File: src/rtl/hzd_pkg.sv
package hzd_pkg;

  typedef enum logic [1:0] {
    FWD_RF    = 2'b00,
    FWD_MEMWB = 2'b01,
    FWD_EXMEM = 2'b10
  } fwdSel_e;

  // strobes from the stall controller to the datapath side
  typedef struct packed {
    logic holdFront;
    logic insertBubble;
  } hzdStrobe_t;

endpackage

File: src/rtl/hzd_stall_ctrl.sv
module hzd_stall_ctrl
  import hzd_pkg::*;
#(
  parameter int REG_W = 5
) (
  input  logic [REG_W-1:0] idRs,
  input  logic [REG_W-1:0] idRt,
  input  logic             idRtIsAluSrc,
  input  logic             idExMemRead,
  input  logic [REG_W-1:0] idExRd,
  output hzdStrobe_t       strobe
);

  localparam logic [REG_W-1:0] ZERO_REG = '0;

  logic loadLive;
  logic baseHit;
  logic rtHit;
  logic needStall;

  always_comb begin
    loadLive  = idExMemRead && (idExRd != ZERO_REG);
    baseHit   = (idExRd == idRs);
    rtHit     = idRtIsAluSrc && (idExRd == idRt);
    needStall = loadLive && (baseHit || rtHit);
    strobe.holdFront    = needStall;
    strobe.insertBubble = needStall;
  end

endmodule

File: src/rtl/hzd_fwd_path.sv
module hzd_fwd_path
  import hzd_pkg::*;
#(
  parameter int REG_W   = 5,
  parameter int NUM_OPS = 2
) (
  input  hzdStrobe_t       strobe,
  input  logic [REG_W-1:0] opReg [NUM_OPS],
  input  logic             idExMemWrite,
  input  logic [REG_W-1:0] idExRt,
  input  logic             exMemRegWrite,
  input  logic             exMemMemWrite,
  input  logic [REG_W-1:0] exMemRd,
  input  logic [REG_W-1:0] exMemRt,
  input  logic             memWbRegWrite,
  input  logic [REG_W-1:0] memWbRd,
  output fwdSel_e          opSel [NUM_OPS],
  output logic             fwdStoreEx,
  output logic             fwdStoreMem,
  output logic             pcWrite,
  output logic             ifIdWrite,
  output logic             idExBubble
);

  localparam logic [REG_W-1:0] ZERO_REG = '0;

  logic exMemLive;
  logic memWbLive;

  assign exMemLive = exMemRegWrite && (exMemRd != ZERO_REG);
  assign memWbLive = memWbRegWrite && (memWbRd != ZERO_REG);

  for (genvar g = 0; g < NUM_OPS; g++) begin : g_op
    always_comb begin
      if (exMemLive && (exMemRd == opReg[g]))
        opSel[g] = FWD_EXMEM;
      else if (memWbLive && (memWbRd == opReg[g]))
        opSel[g] = FWD_MEMWB;
      else
        opSel[g] = FWD_RF;
    end
  end

  always_comb begin
    fwdStoreEx  = idExMemWrite && memWbLive && (memWbRd == idExRt);
    fwdStoreMem = exMemMemWrite && memWbLive && (memWbRd == exMemRt);
    pcWrite     = !strobe.holdFront;
    ifIdWrite   = !strobe.holdFront;
    idExBubble  = strobe.insertBubble;
  end

endmodule

File: src/rtl/store_fwd_hazard_unit.sv
module store_fwd_hazard_unit
  import hzd_pkg::*;
#(
  parameter int REG_W = 5
) (
  input  logic [REG_W-1:0] idRs,
  input  logic [REG_W-1:0] idRt,
  input  logic             idRtIsAluSrc,
  input  logic             idExMemRead,
  input  logic             idExMemWrite,
  input  logic [REG_W-1:0] idExRd,
  input  logic [REG_W-1:0] idExRs,
  input  logic [REG_W-1:0] idExRt,
  input  logic             exMemRegWrite,
  input  logic             exMemMemWrite,
  input  logic [REG_W-1:0] exMemRd,
  input  logic [REG_W-1:0] exMemRt,
  input  logic             memWbRegWrite,
  input  logic [REG_W-1:0] memWbRd,
  output logic [1:0]       fwdA,
  output logic [1:0]       fwdB,
  output logic             fwdStoreEx,
  output logic             fwdStoreMem,
  output logic             pcWrite,
  output logic             ifIdWrite,
  output logic             idExBubble
);

  localparam int NUM_OPS = 2;

  hzdStrobe_t       strobe;
  logic [REG_W-1:0] opReg [NUM_OPS];
  fwdSel_e          opSel [NUM_OPS];

  assign opReg[0] = idExRs;
  assign opReg[1] = idExRt;
  assign fwdA     = opSel[0];
  assign fwdB     = opSel[1];

  hzd_stall_ctrl #(.REG_W(REG_W)) u_ctrl (
    .idRs         (idRs),
    .idRt         (idRt),
    .idRtIsAluSrc (idRtIsAluSrc),
    .idExMemRead  (idExMemRead),
    .idExRd       (idExRd),
    .strobe       (strobe)
  );

  hzd_fwd_path #(.REG_W(REG_W), .NUM_OPS(NUM_OPS)) u_path (
    .strobe        (strobe),
    .opReg         (opReg),
    .idExMemWrite  (idExMemWrite),
    .idExRt        (idExRt),
    .exMemRegWrite (exMemRegWrite),
    .exMemMemWrite (exMemMemWrite),
    .exMemRd       (exMemRd),
    .exMemRt       (exMemRt),
    .memWbRegWrite (memWbRegWrite),
    .memWbRd       (memWbRd),
    .opSel         (opSel),
    .fwdStoreEx    (fwdStoreEx),
    .fwdStoreMem   (fwdStoreMem),
    .pcWrite       (pcWrite),
    .ifIdWrite     (ifIdWrite),
    .idExBubble    (idExBubble)
  );

endmodule

File: config.mk
export PLATFORM = sky130hd
export DESIGN_NAME = store_fwd_hazard_unit
export DESIGN_NICKNAME = d
export VERILOG_FILES = /design/src/rtl/hzd_pkg.sv /design/src/rtl/hzd_stall_ctrl.sv /design/src/rtl/hzd_fwd_path.sv /design/src/rtl/store_fwd_hazard_unit.sv
export SDC_FILE = /design/constraint.sdc
export NUM_CORES = 1
export LEC_CHECK = 0
export ABC_AREA = 1
export BUFFER_PORTS_ARGS = -buffer_cell sky130_fd_sc_hd__buf_2
export CORE_MARGIN = 2
export CORE_UTILIZATION = 30
export DETAILED_ROUTE_END_ITERATION = 10
export PLACE_DENSITY = 0.67
export SLEW_MARGIN = 20
export SYNTH_ARGS = -nofsm -noshare
export SYNTH_HDL_FRONTEND = slang
export SYNTH_SLANG_ARGS = --single-unit
export TNS_END_PERCENT = 50
File: constraint.sdc
create_clock -name vclk -period 0.8
set_input_delay 0.16 -clock vclk [all_inputs]
set_output_delay 0.16 -clock vclk [all_outputs]
set_load 0.02 [all_outputs]
---- Word-level counts from Yosys, hierarchy flattened ----
Index checks and enable logic that the tools add are counted.
storage, ports and cells
  logic and storage cells ................. 29
  flip-flop bits (word level) ............. 0
  bits of input ports ..................... 46
  output and inout bits ................... 9
cells by class
  mux-type cells .......................... 4
  reductions and logical operators ........ 18
  equality and inequality tests ........... 7
operator list
  kind                number
  5-bit == test       7
  5-bit nonzero test  3
  1-bit logical AND   13
  2-bit 2-to-1 mux    2
  1-bit 2-to-1 mux    2
  1-bit logical NOT   1
  1-bit logical OR    1

---- Longest topological paths before layout ----
  depth after elaboration ................. 5
  gate-level depth with buffers ........... 8
  depth with buffers taken out ............ 7

---- Cells and area by module ----
Synthesis repeated with hierarchy kept, for this count alone.
unflattened totals
  cell total of the unflattened synthesis .. 171
  area total of the unflattened synthesis .. 758.2 µm²
by module, submodules not included
  module          area each (µm²)  sequential area each (µm²)  instances  cells an instance
  hzd_fwd_path    536.8            0.0                         1          117
  hzd_stall_ctrl  221.5            0.0                         1          54

---- Least setup slack after synthesis ----
OpenSTA, ideal clock, no wires.
  kind .................................... in2out
  start ................................... input exMemRd[4]
  end ..................................... output fwdA[0]
  arrival time ............................ 963 ps
  cell stages on the path ................. 4
  data required time ...................... 640 ps
  setup slack ............................. -323 ps
  buffers on the path ..................... 0
  cell sequence ........................... or2_0 o21ai_2 nor2_1 nor2_1
between the ends
  longest elaborated chain between the ends .. 4
  elaborated cells between the ends (all ways) .. 5
  classes of those cells .................. 1 x eq/ne; 1 x mux; 3 x reduce/logical
ends and longest elaborated chain
  what                   line                         text
  from (decl)            store_fwd_hazard_unit.sv:16  input logic [REG_W-1:0] exMemRd,
  5-bit nonzero test     hzd_fwd_path.sv:30           assign exMemLive = exMemRegWrite && (exMemRd != ZERO_REG);
  1-bit logical AND      hzd_fwd_path.sv:30
  1-bit logical AND (*)  hzd_fwd_path.sv:35           if (exMemLive && (exMemRd == opReg[g]))
  2-bit 2-to-1 mux (*)   hzd_fwd_path.sv:35
  to (decl)              store_fwd_hazard_unit.sv:20  output logic [1:0] fwdA,
Mark *: on every way between the ends. The rest lies on a longest branch, timed or not.

---- Worst setup path after layout ----
  start ................................... input exMemRd[4]
  end ..................................... output fwdB[0]
between the ends
  longest elaborated chain between the ends .. 4
  elaborated cells between the ends (all ways) .. 5
  classes of those cells .................. 1 x eq/ne; 1 x mux; 3 x reduce/logical
ends and longest elaborated chain
  what                   line                         text
  5-bit nonzero test     hzd_fwd_path.sv:30
  1-bit logical AND      hzd_fwd_path.sv:30
  1-bit logical AND (*)  hzd_fwd_path.sv:35
  2-bit 2-to-1 mux (*)   hzd_fwd_path.sv:35
  to (decl)              store_fwd_hazard_unit.sv:21  output logic [1:0] fwdB,
Marks and branches as above.

==> impl_metrics.py <==
metrics = {
    "die": {
        "fp.dieArea_um2": 2643,
        "design.portCount": 55,
        "placementRows": 17,
        "die_width_um": 51.41,
        "core_region_area_um2": 2170,
        "die_height_um": 51.41,
        "starting_density": 0.3108,
    },
    "logic_synthesis": {
        "synth_top_family_by_area": "simple AND/OR/NAND/NOR gates",
        "yosysSeqAreaShare": 0,
        "synth_fa_ha_area_frac": 0,
        "syn-instance-count": 155,
        "synth_largest_area_cell": "sky130_fd_sc_hd__nand2_1",
        "synth_compound_gate_area_share": 0.05195,
        "synthDistinctLibCells": 13,
        "synth.top_cells.by_area": "sky130_fd_sc_hd__nand2_1, sky130_fd_sc_hd__inv_1, sky130_fd_sc_hd__nor2_1, sky130_fd_sc_hd__xor2_1, sky130_fd_sc_hd__nand3_1",
        "synthesized_nets": 201,
        "synthesis.area_per_instance_um2": 4.351,
        "synthXorXnorAreaFrac": 0.1558,
        "synthesis_warnings": 0,
        "simple_gate_area_share_of_the_yosys_netlist": 0.5918,
        "yosys.area.top_type_share": 0.3562,
        "synth_mux_area_frac": 0,
        "syn-cell-area_um2": 674.4,
    },
    "setup_path": {
        "highest_delay_cell_along_the_critical_path": "sky130_fd_sc_hd__or2_1",
        "critical_path.n_buffers_inverters": 2,
        "cp_slowest_stage_delay_ns": 0.23,
        "worst_setup_start_kind": "input pin",
        "worstSetupEndpointType": "output port",
        "cp_data_required_time_ns": 0.64,
        "worstSetupPathType": "in -> out",
        "critical_path.cell_chain": "buf_8 -> or2_1 -> o21ai_2 -> nor2_2 -> nor2_4 -> buf_6",
        "crit_family": "simple AND/OR/NAND/NOR gates",
        "worst-endpoint-arrival_ns": 1.00,
        "critPathMaxFanout": 3,
    },
    "sta": {
        "slew_headroom": 0.8581,
        "max_frequency_mhz": 862.6,
        "grt_setup_unrepaired": "yes",
        "timing.final.crit_share": 1.449,
        "finalSetupViolCount": 9,
        "actual_slew_at_the_worst_max_slew_pin_ns": 0.2129,
        "fin_ws_ns": -0.3593,
        "post-route-min-period_ns": 1.159,
        "timing.final.max_slew_violations": 0,
        "hold_viol": 0,
    },
    "finish": {
        "n_clock_buffer": 0,
        "numSequentialCells": 0,
        "layout-area-overhead-vs-synth_pct": 100.7,
        "multi_input_comb_area_um2": 635.6,
        "final_design_area_no_fill_um2": 1354,
        "nNetsFinal": 264,
        "layout-drive-gt1-share": 0.4444,
        "register_area_um2": 0,
        "final_core_util": 0.6240,
        "final.fill_count": 225,
        "diodes": 0,
    },
    "drt": {
        "first_iter_violations": 5,
        "route.detailed.vias_per_inst": 4.152,
        "first_pass_iters": 4,
        "routed_wirelength_um": 2177,
        "drt_drc_violations_left": 0,
        "dr_total_vias": 1013,
        "ant_nets": 0,
        "wire_per_inst_um": 8.922,
    },
    "run": {
        "cap_violations": 0,
    },
    "power_and_ir_drop": {
        "power_per_cell_area_nw_per_um2": 463.6,
        "vdd.ir_drop.worst_mv": 0.2784,
        "static-leakage-power_nw": 0.8030,
    },
    "placement": {
        "replace_congestion": 0.7518,
        "portBuffers": 55,
        "placement.cell_area_um2": 1069,
        "place_hpwl_um": 1678,
    },
    "hold_path": {
        "hp-class": "in -> out",
        "hold_end": "fwdStoreEx",
        "min_delay_path_depth": 4,
        "worstHoldStart": "idExMemWrite",
    },
    "outcome": {
        "violations": "negative setup slack",
        "status": "finished, violations left",
    },
    "global_routing": {
        "grt_util_all_layers": 0.1589,
        "grt_pass1_wl_um": 3422,
        "grt_antenna_before_repair": 0,
        "grt-ovfl-total": 0,
        "grt_max_degree": 5,
        "number_of_global_route_vias_before_repair": 897,
    },
    "clock_tree": {
        "postCtsHoldBufs": 0,
    },
}
cells in the mapped netlist:
| cell | n |
|---|---|
| sky130_fd_sc_hd__xor2_1 | 7 |
| sky130_fd_sc_hd__or2_0 | 1 |
| sky130_fd_sc_hd__nor2_1 | 26 |
| sky130_fd_sc_hd__o21ai_2 | 1 |
| sky130_fd_sc_hd__a21oi_1 | 2 |
| sky130_fd_sc_hd__o22ai_1 | 1 |
| sky130_fd_sc_hd__nor3_1 | 1 |
| sky130_fd_sc_hd__xnor2_1 | 5 |
| sky130_fd_sc_hd__nand2_1 | 64 |
| sky130_fd_sc_hd__inv_1 | 34 |
| sky130_fd_sc_hd__o21ai_0 | 2 |
| sky130_fd_sc_hd__nand3_1 | 10 |
| sky130_fd_sc_hd__buf_4 | 1 |
where the power goes:
group	internal [mW]	total (mW)	leakage, nW	switching [mW]
registers	0	0	0	0
clock network	0	0	0	0
logic	0.338	0.628	0.803	0.290
total	0.338	0.628	0.803	0.290
how the worst max path moves through the flow:
stage | cells after the start | from | to
6_report | 6 | exMemRd[4] | fwdB[0]
4_1_cts | 7 | memWbRd[2] | fwdStoreEx
2_1_floorplan | 4 | exMemRd[4] | fwdA[0]
5_1_grt | 9 | memWbRd[1] | fwdA[0]
3_5_place_dp | 9 | memWbRd[4] | fwdB[0]
3_3_place_gp | 9 | memWbRd[4] | fwdB[0]
layer usage:
| layer | routed length (µm) | track usage |
|---|---|---|
| met2 | 1163 | 0.3141 |
| met5 | 0 | 0 |
| met3 | 125 | 0.005848 |
| met4 | 0 | 0 |
| met1 | 887 | 0.1986 |
tightest hold or removal path, cell delays in order:
cell and delay (ns):
sky130_fd_sc_hd__buf_2 0.09, sky130_fd_sc_hd__inv_1 0.05, sky130_fd_sc_hd__nor2_2 0.04, sky130_fd_sc_hd__buf_6 0.12
cells by family (layout without fill, tap and decap cells):
family / count (synthesis) / count (layout)
and+or+nand+nor: 102 / 102
buffers and inverters: 35 / 96
xor gates and xnor gates: 12 / 12
AOI/OAI and AO/OA: 6 / 6
cells in the final DEF, fill, tap and decap left out, types with 2 or more instances in the layout:
master and n:
sky130_fd_sc_hd__inv_4 3, sky130_fd_sc_hd__nand3_2 3, sky130_fd_sc_hd__nand2_1 61, sky130_fd_sc_hd__nand3_1 7, sky130_fd_sc_hd__o21ai_2 2, sky130_fd_sc_hd__nor2_4 4
sky130_fd_sc_hd__buf_2 23, sky130_fd_sc_hd__buf_8 7, sky130_fd_sc_hd__xor2_1 6, sky130_fd_sc_hd__inv_1 22, sky130_fd_sc_hd__xnor2_1 4, sky130_fd_sc_hd__inv_2 8
sky130_fd_sc_hd__nor2_1 16, sky130_fd_sc_hd__buf_4 10, sky130_fd_sc_hd__nor2_2 6, sky130_fd_sc_hd__nand2_2 3, sky130_fd_sc_hd__buf_6 22
stage by stage:
stage | setup WS (ns) | power, mW | setup TNS [ns] | hold slack (ns) | instances
after floorplan | -0.1789 | 0.2478 | -1.032 | 0.4257 | 155
after global placement | -0.3888 | 0.4734 | -3.216 | 0.6552 | 243
after detailed placement | -0.4121 | 0.4736 | -3.261 | 0.6535 | 243
after CTS | -0.3290 | 0.5537 | -2.655 | 0.6287 | 243
after global routing | -0.4438 | 0.6982 | -3.379 | 0.6516 | 244
final | -0.3593 | 0.6276 | -2.679 | 0.6277 | 244
final cells by class:
cell class	instances	area share
Tap cell	28	0.02588
Inverter	34	0.1035
Multi-Input combinational cell	120	0.4695
Timing Repair Buffer	62	0.4011
repair_timing:
action / in CTS / in global routing
gates resized for setup: 49 / 35
pin swaps: 22 / 20
setup buffers: 0 / 1
endpoints found under the setup margin: 9 / 9
No activity file was read; power rests on OpenSTA's default activity.
